$ cat config.mk
export PLATFORM = sky130hd
export DESIGN_NAME = dport_ctrl
export DESIGN_NICKNAME = d
export VERILOG_FILES = /design/src/rtl/dport_pkg.sv /design/src/rtl/dport_sync.sv /design/src/rtl/dport_fsm.sv /design/src/rtl/dport_dreg.sv /design/src/rtl/dport_ctrl.sv
export SDC_FILE = /design/constraint.sdc
export NUM_CORES = 1
export LEC_CHECK = 0
export ABC_AREA = 1
export BUFFER_PORTS_ARGS = -buffer_cell sky130_fd_sc_hd__buf_2
export CAP_MARGIN = 20
export CORE_MARGIN = 8
export CORE_UTILIZATION = 51
export CTS_BUF_LIST = sky130_fd_sc_hd__clkbuf_8 sky130_fd_sc_hd__clkbuf_16
export CTS_CLUSTER_DIAMETER = 80
export DETAILED_ROUTE_END_ITERATION = 6
export GPL_ROUTABILITY_DRIVEN = 0
export PLACE_DENSITY_LB_ADDON = 0.08
export SYNTH_ARGS = -nofsm -noshare
export SYNTH_HDL_FRONTEND = slang
export SYNTH_SLANG_ARGS = --single-unit
$ cat constraint.sdc
create_clock -name clk_i -period 2.1 [get_ports clk_i]
set_input_delay 0.21 -clock clk_i [delete_from_list [all_inputs] [get_ports clk_i]]
set_output_delay 0.21 -clock clk_i [all_outputs]
set_load 0.005 [all_outputs]
$ cat src/rtl/dport_pkg.sv
package dport_pkg;
  typedef enum logic [2:0] {
    ST_IDLE,
    ST_PAUSE,
    ST_WAIT_REQ,
    ST_LATCH,
    ST_WAIT_REQ_LOW,
    ST_RELEASE
  } dport_state_e;
endpackage

$ cat src/rtl/dport_sync.sv
module dport_sync #(
  parameter int STAGES = 2
) (
  input  logic clk_i,
  input  logic rst_ni,
  input  logic d_i,
  output logic q_o
);
  logic [STAGES-1:0] pipe_q;

  always_ff @(posedge clk_i or negedge rst_ni) begin
    if (!rst_ni) pipe_q <= '0;
    else         pipe_q <= {pipe_q[STAGES-2:0], d_i};
  end

  assign q_o = pipe_q[STAGES-1];
endmodule

$ cat src/rtl/dport_fsm.sv
module dport_fsm
  import dport_pkg::*;
(
  input  logic clk_i,
  input  logic rst_ni,
  input  logic en_i,
  input  logic req_s_i,
  input  logic gnt_i,
  output logic capture_o,
  output logic ack_o,
  output logic pause_req_o
);
  dport_state_e state_q, state_d;

  always_comb begin
    state_d = state_q;
    unique case (state_q)
      ST_IDLE:         if (en_i)     state_d = ST_PAUSE;
      ST_PAUSE:        if (gnt_i)    state_d = ST_WAIT_REQ;
      ST_WAIT_REQ:     if (req_s_i)  state_d = ST_LATCH;
      ST_LATCH:                      state_d = ST_WAIT_REQ_LOW;
      ST_WAIT_REQ_LOW: if (!req_s_i) state_d = ST_RELEASE;
      ST_RELEASE:      if (!gnt_i)   state_d = ST_IDLE;
      default:                       state_d = ST_IDLE;
    endcase
  end

  always_ff @(posedge clk_i or negedge rst_ni) begin
    if (!rst_ni) state_q <= ST_IDLE;
    else         state_q <= state_d;
  end

  assign capture_o = (state_q == ST_WAIT_REQ) && req_s_i;
  assign ack_o     = (state_q == ST_LATCH) || (state_q == ST_WAIT_REQ_LOW);
  // combinational in idle so the island clock stops in the enable cycle
  assign pause_req_o = ((state_q == ST_IDLE) && en_i) ||
                       (state_q == ST_PAUSE) || (state_q == ST_WAIT_REQ) ||
                       ack_o;
endmodule

$ cat src/rtl/dport_dreg.sv
module dport_dreg #(
  parameter int WIDTH = 32
) (
  input  logic             clk_i,
  input  logic             rst_ni,
  input  logic             load_i,
  input  logic [WIDTH-1:0] d_i,
  output logic [WIDTH-1:0] q_o
);
  always_ff @(posedge clk_i or negedge rst_ni) begin
    if (!rst_ni)     q_o <= '0;
    else if (load_i) q_o <= d_i;
  end
endmodule

$ cat src/rtl/dport_ctrl.sv
module dport_ctrl #(
  parameter int DATA_W      = 32,
  parameter int SYNC_STAGES = 2
) (
  input  logic              clk_i,
  input  logic              rst_ni,
  input  logic              en_i,
  output logic [DATA_W-1:0] data_o,
  input  logic              ch_req_i,
  output logic              ch_ack_o,
  input  logic [DATA_W-1:0] ch_data_i,
  output logic              pause_req_o,
  input  logic              pause_gnt_i
);
  logic req_s;
  logic capture;

  dport_sync #(.STAGES(SYNC_STAGES)) u_req_sync (
    .clk_i  (clk_i),
    .rst_ni (rst_ni),
    .d_i    (ch_req_i),
    .q_o    (req_s)
  );

  dport_fsm u_fsm (
    .clk_i       (clk_i),
    .rst_ni      (rst_ni),
    .en_i        (en_i),
    .req_s_i     (req_s),
    .gnt_i       (pause_gnt_i),
    .capture_o   (capture),
    .ack_o       (ch_ack_o),
    .pause_req_o (pause_req_o)
  );

  dport_dreg #(.WIDTH(DATA_W)) u_dreg (
    .clk_i  (clk_i),
    .rst_ni (rst_ni),
    .load_i (capture),
    .d_i    (ch_data_i),
    .q_o    (data_o)
  );
endmodule

==> results.md, run 1 <==
* Run status: finished with violations
* Failing checks: hold timing
* Switching portion of total power at 36.5%
* Startpoint class of the critical path: flop
* Fin nets at 285
* Switch Pwr at 1040 uW
* CP Max Fanout at 5
* Crit end category: output pin
* Mapped Area at 1700 um2
* # rows at 21
* Hold crit path type: in -> async
* Reg2Reg Setup Slack at 0.87 ns
* Hold slack at -0.00601 ns
* Slew Limit Fails at 0
* Lkg Pwr at 0.00126 uW
* Clk_skew at 0.00485 ns
* Synth cell types at 13
* Endpoints failing hold at 2
* Slowest-stage cell, CP: dfrtp_1
* Flops & latches, synth at 37
* Combinational group share of total power at 40.8%
* First-pass GRT wire length at 5440 um
* Largest net degree at the start of global routing at 65
* Drt first pass iters at 4
* CTS clk-pin slew, worst paths at 0.07 ns
* Worst-Margin Slew at 0.794 ns
* Via density at 4.48
* Vias after detailed routing at 1322
* CTS Buf Count at 5
* Slew HR at 47.0%
* Clock Latency Late Sink at 0.28 ns
* Xor/xnor share of the synthesized area at 0%
* Post-CTS sizing at 0
* Vias in the first global route at 1288
* Remaining Overflow, GRT at 0
* Post-synthesis mux area share at 0%
* R2R cell count at 6
* P&R area growth vs syn at 26.1%
* Max frequency at 0.686 GHz
* I/O pins at 71
* RSZ-0062 raised after global routing: no
* Slowest stage delay, CP at 0.45 ns
* Synthesized area per cell at 9.65 um2
* Int Pwr at 1810 uW
* Clk root buf: clkbuf_8
* Reg-to-reg startpoint: u_fsm.state_q[1]$_DFFE_PN0P_
* Final min period at 1.46 ns
* Setup violations, final at 0
* DRC at 0
* Post-Layout Cell Count at 295
* Critical path, cell by cell: nor2_1 -> nand2_1 -> o21ai_0 -> inv_1 -> buf_2
* Simple-gate portion of the synthesized area at 15.8%
* Die W at 73.7 um
* Initial Util at 52.1%
* Clock share of power at 16.0%
* Pre-CTS setup slack at 0.897 ns
* Sequential area share after synthesis at 54.5%
* Warnings from Yosys at 0
* Register share of total power at 43.2%
* CP arrival at 1.25 ns
* Share of layout cells above drive strength 1 at 48.6%
* Largest family of logic cells by synthesized area: compound AO/OA/AOI/OAI gates
* Post-CTS setup buffers at 0
* TritonCTS clock tree: done
* Total power at 2850 uW
* Reg2reg end: u_dreg.q_o[21]$_DFFE_PN0P_
* Antenna violations before repair at 0
* Mapped Cells at 176
* Number of port buffers at 70
* Die height at 73.7 um
* WS Path Type: reg -> out
* Syn nets at 213
* Deepest clock path buffer count at 2
* Remaining antenna violation count after routing at 0
* 1st-iter DRT viols at 73
* PnR worst setup slack at 0.641 ns
* Adder-Cell Fraction of Synth Area at 0%
* Post-synthesis compound-gate area fraction at 17.1%
* Tcrit/Tclk final at 69.5%
* CTS sink cnt at 37
* Wirelength, routed at 3320 um
* Maximum VDD drop at 0.000702 V
* Area of the core at 3260 um2
* Total GRT Usage at 13.2%
* MaxCap Viol Count at 0
* Detailed-placement wirelength estimate at 2520 um
* Placed insts at 287
* Final setup TNS at 0 ns
* Die Area at 5430 um2
* Avg WL per Cell at 11.2 um
* Antenna cells at 0
* H-tree level count at 2
* Power per cell area at 1330 nW/um2
* Req. time, crit path at 1.89 ns
* Hold_buf cts at 0
-- synthesized netlist by cell type --
library cell | number | area share, %
a21oi_1 | 1 | 0.29
buf_6 | 6 | 4.0
dfrtp_1 | 37 | 55
inv_1 | 36 | 8.0
inv_2 | 3 | 0.66
nand2_1 | 44 | 9.7
nand2_2 | 6 | 2.2
nand3_1 | 5 | 1.5
nand3_4 | 1 | 1.0
nor2_1 | 3 | 0.66
nor2_4 | 1 | 0.66
o21ai_0 | 1 | 0.29
o21ai_2 | 32 | 17
-- critical path, delay by kind of cell (launching register included) --
family	cells	cell delay (ns)
compound gates	1	0.08
buf+inv	2	0.17
flops	1	0.45
simple gates	2	0.27
-- sequential cells by signal, summed over array words and instances (netlist names) --
| signal | flops |
|---|---|
| u_dreg.q_o | 32 |
| u_fsm.state_q | 3 |
| u_req_sync.pipe_q | 2 |
-- logic make-up after synthesis --
logic type | count (synthesis)
AOI/OAI and AO/OA | 34
buffers and inverters | 45
DFF | 37
and+or+nand+nor | 60
-- metal layers --
metal,vias to the layer above,global-route usage (%),routed length (um)
li1,670,-,-
met1,601,13.8,1320
met2,43,21.1,1560
met3,8,6.41,370
met4,0,7.32,65
met5,-,0,0
-- cell usage in the layout, fill, tap and decap left out, types with 2 or more instances in the layout --
cell / count
inv_2: 3
nand2_1: 44
o21ai_2: 32
buf_2: 70
clkbuf_8: 5
dfrtp_1: 37
clkinv_2: 2
inv_1: 37
nand2_2: 6
nand3_1: 5
nor2_1: 3
-- metrics by stage --
stage / hold slack (ns) / area [um2] / utilization [%]
after floorplan: -0.0856 / 1700 / -
after global placement: 0.321 / 2060 / 63.2
after detailed placement: 0.327 / 2060 / 63.2
after CTS: 0.0111 / 2140 / 65.7
after global routing: 0.0125 / 2140 / 65.7
final: -0.00601 / 2140 / 65.7
-- layout make-up --
class | instances | area (um2)
Fill cell | 320 | 1120
Inverter | 39 | 146
Sequential cell | 37 | 926
Timing Repair Buffer | 71 | 370
Clock inverter | 3 | 13.8
Multi-Input combinational cell | 94 | 558
Tap cell | 46 | 57.6
Clock buffer | 5 | 68.8
-- worst max path at each step --
stage	slack, ns	to	from
2_1_floorplan	1.01	u_dreg.q_o[10]$_DFFE_PN0P_	u_fsm.state_q[0]$_DFFE_PN0P_
3_3_place_gp	0.91	u_dreg.q_o[13]$_DFFE_PN0P_	u_fsm.state_q[1]$_DFFE_PN0P_
3_5_place_dp	0.90	u_dreg.q_o[16]$_DFFE_PN0P_	u_fsm.state_q[1]$_DFFE_PN0P_
4_1_cts	0.62	pause_req_o	u_fsm.state_q[0]$_DFFE_PN0P_
5_1_grt	0.52	pause_req_o	u_fsm.state_q[0]$_DFFE_PN0P_
6_report	0.64	pause_req_o	u_fsm.state_q[0]$_DFFE_PN0P_
-- power by group through the flow --
| stage | Sequential [uW] | Combinational (uW) | Clock (uW) |
|---|---|---|---|
| 5_1_grt | 1280 | 1320 | 514 |
| 3_5_place_dp | 1240 | 1200 | 0 |
| 2_1_floorplan | 1270 | 719 | 0 |
| 6_report | 1230 | 1160 | 458 |
| 3_3_place_gp | 1240 | 1170 | 0 |
| 4_1_cts | 1240 | 1200 | 486 |
(Power assumes the default switching activity.)
==> run 2: changes to the inputs <==
--- a/config.mk
+++ b/config.mk
@@ -9,7 +9,7 @@
 export BUFFER_PORTS_ARGS = -buffer_cell sky130_fd_sc_hd__buf_2
 export CAP_MARGIN = 20
 export CORE_MARGIN = 8
-export CORE_UTILIZATION = 51
+export CORE_UTILIZATION = 43
 export CTS_BUF_LIST = sky130_fd_sc_hd__clkbuf_8 sky130_fd_sc_hd__clkbuf_16
 export CTS_CLUSTER_DIAMETER = 80
 export DETAILED_ROUTE_END_ITERATION = 6
==> constraint.sdc (replaced) <==
create_clock -name clk_i -period 1.3 [get_ports clk_i]
set_input_delay 0.13 -clock clk_i [delete_from_list [all_inputs] [get_ports clk_i]]
set_output_delay 0.13 -clock clk_i [all_outputs]
set_load 0.005 [all_outputs]
==> run 2 against run 1 <==
  * Clock-buffer cell count up 1
  * Largest power group is now combinational logic
  * Critical path depth unchanged
  * Global-route usage down 1.3 points
  * Die area up 14%
  * First-iteration DRC count down 42%
  * Non-clock buffer count up 9
  * The flow now finishes without violations
  * Routed wire length up 7.1%
  * Via count down 0.38%
  * Cell count up 4.4%
  * Hold slack better by 0.084 ns
  * Clock skew up 0.0010 ns
  * Power up 82%
==> results.md, run 2 (synthesis results as in run 1) <==
* Slew HR at 86.2%
* Run status: finished, final reports clean
* Max reg flops at 32
* Maximum VDD drop at 0.00111 V
* Via density at 4.28
* Met1 Track Usage GR at 12.2%
* CTS sink cnt at 37
* Initial Util at 43.7%
* Total power at 5190 uW
* Tcrit/Tclk final at 99.6%
* Startpoint class of the critical path: flop
* Antenna violations before repair at 0
* MaxCap Viol Count at 0
* Levels on crit path at 5
* Commonest cells after routing, fill and taps aside: 70 x buf_2, 36 x inv_1, 34 x dfrtp_1, 32 x o21ai_2, 29 x nand2_1
* Clock Latency Late Sink at 0.28 ns
* Placed Area at 2100 um2
* Largest registers: u_dreg.q_o (32), u_fsm.state_q (3), u_req_sync.pipe_q (2)
* R2R cell count at 6
* Setup violations, final at 0
* Drt first pass iters at 4
* WS Path Type: reg -> out
* Slowest stage delay, CP at 0.47 ns
* Remaining Overflow, GRT at 0
* Total GRT Usage at 11.9%
* Endpoints failing hold at 0
* Lkg Pwr at 0.00132 uW
* Slew Limit Fails at 0
* Wirelength, routed at 3550 um
* DRC at 0
* Met2 Use GR at 19.3%
* Crit path capture: pause_req_o
* First-pass GRT wire length at 5840 um
* Final min period at 1.29 ns
* Share of layout cells above drive strength 1 at 57.8%
* Hold crit path type: in -> reg
* Reg2reg end: u_dreg.q_o[20]$_DFFE_PN0P_
* Vias after detailed routing at 1317
* Reg-to-reg startpoint: u_fsm.state_q[0]$_DFFE_PN0P_
* # rows at 23
* Max frequency at 0.773 GHz
* CTS Buf Count at 5
* I/O pins at 71
* CP Max Fanout at 6
* Die Area at 6210 um2
* Req. time, crit path at 1.17 ns
* Post-Layout Cell Count at 308
* Avg WL per Cell at 11.5 um
* Die height at 78.8 um
* Area of the core at 3880 um2
* Clk root buf: clkbuf_8
* WP buf/inv at 2
* Power per cell area at 2220 nW/um2
* Placed insts at 293
* Largest net degree at the start of global routing at 38
* Die W at 78.8 um
* Slowest-stage cell, CP: dfrtp_2
* Critical path, cell by cell: nor2_2 -> nand2_2 -> o21ai_1 -> inv_1 -> buf_2
* Vias in the first global route at 1307
* Remaining antenna violation count after routing at 0
* Final Cell Area at 2330 um2
* Deepest clock path buffer count at 2
* Antenna cells at 0
* TritonCTS clock tree: done
* Commonest non-fill, non-tap cell in the layout: buf_2
* CP arrival at 1.16 ns
* RSZ-0062 raised after global routing: yes
* CTS clk-pin slew, worst paths at 0.07 ns
* Number of port buffers at 70
* CP delay by family, top: flip-flops
* Clk_skew at 0.00586 ns
* GR peak layer: met2
* Crit path launch: u_fsm.state_q[2]$_DFFE_PN0P_
* 1st-iter DRT viols at 42
* Reg2Reg Setup Slack at 0.03 ns
* Met3 Use GR at 7.11%
* Fin nets at 294
* H-tree level count at 2
* Crit end category: output pin
* PnR worst setup slack at 0.00552 ns
* Final setup TNS at 0 ns
* Biggest register: u_dreg.q_o
* Worst-Margin Slew at 0.207 ns
* Detailed-placement wirelength estimate at 2620 um
* Pre-CTS setup slack at 0.113 ns
* P&R area growth vs syn at 37.5%
-- run 2: final cells by class --
cell class / count / area, um2
Fill cell: 384 / 1550
Sequential cell: 37 / 930
Multi-Input combinational cell: 94 / 606
Timing Repair Buffer: 80 / 468
Inverter: 39 / 149
Clock buffer: 6 / 82.6
Tap cell: 50 / 62.6
Clock inverter: 2 / 37.5
-- run 2: layer usage --
metal	part of all wire, %	up-vias
met2	48	40
met5	0	-
met4	0.70	0
met3	10	2
met1	41	588
li1	-	687
-- run 2: through the flow --
| stage | util [%] | hold WS, ns |
|---|---|---|
| after floorplan | - | -0.166 |
| after global placement | 54.1 | 0.121 |
| after detailed placement | 54.1 | 0.111 |
| after CTS | 58.6 | 0.0671 |
| after global routing | 60.1 | 0.0671 |
| final | 60.1 | 0.0784 |
-- run 2: repair_timing --
item | CTS | global route
endpoints found under the setup margin | 2 | 33
hold buffers | 2 | 0
gates resized for setup | 5 | 18
hold endpoints to repair | 38 | 0
pin swaps | 0 | 4
setup buffers | 3 | 2
-- run 2: worst min-delay path by stage --
stage                              from                           end  cells after the start
after CTS                 ch_data_i[12]    u_dreg.q_o[12]$_DFFE_PN0P_                      3
after global routing       ch_data_i[9]     u_dreg.q_o[9]$_DFFE_PN0P_                      3
final                     ch_data_i[12]    u_dreg.q_o[12]$_DFFE_PN0P_                      3
after global placement           rst_ni  u_fsm.state_q[1]$_DFFE_PN0P_                      2
after detailed placement         rst_ni  u_fsm.state_q[1]$_DFFE_PN0P_                      2
after floorplan                  rst_ni     u_dreg.q_o[0]$_DFFE_PN0P_                      0
-- run 2: tightest hold or removal path, cell delays in order --
cell and delay, ns:
buf_2 0.09, inv_1 0.05, o21ai_2 0.05
-- run 2: power breakdown --
part / switching [uW] / total [uW] / internal [uW]
Sequential: 335 / 2020 / 1690
Clock: 391 / 1010 / 623
Combinational: 1080 / 2150 / 1070
Total: 1810 / 5190 / 3380
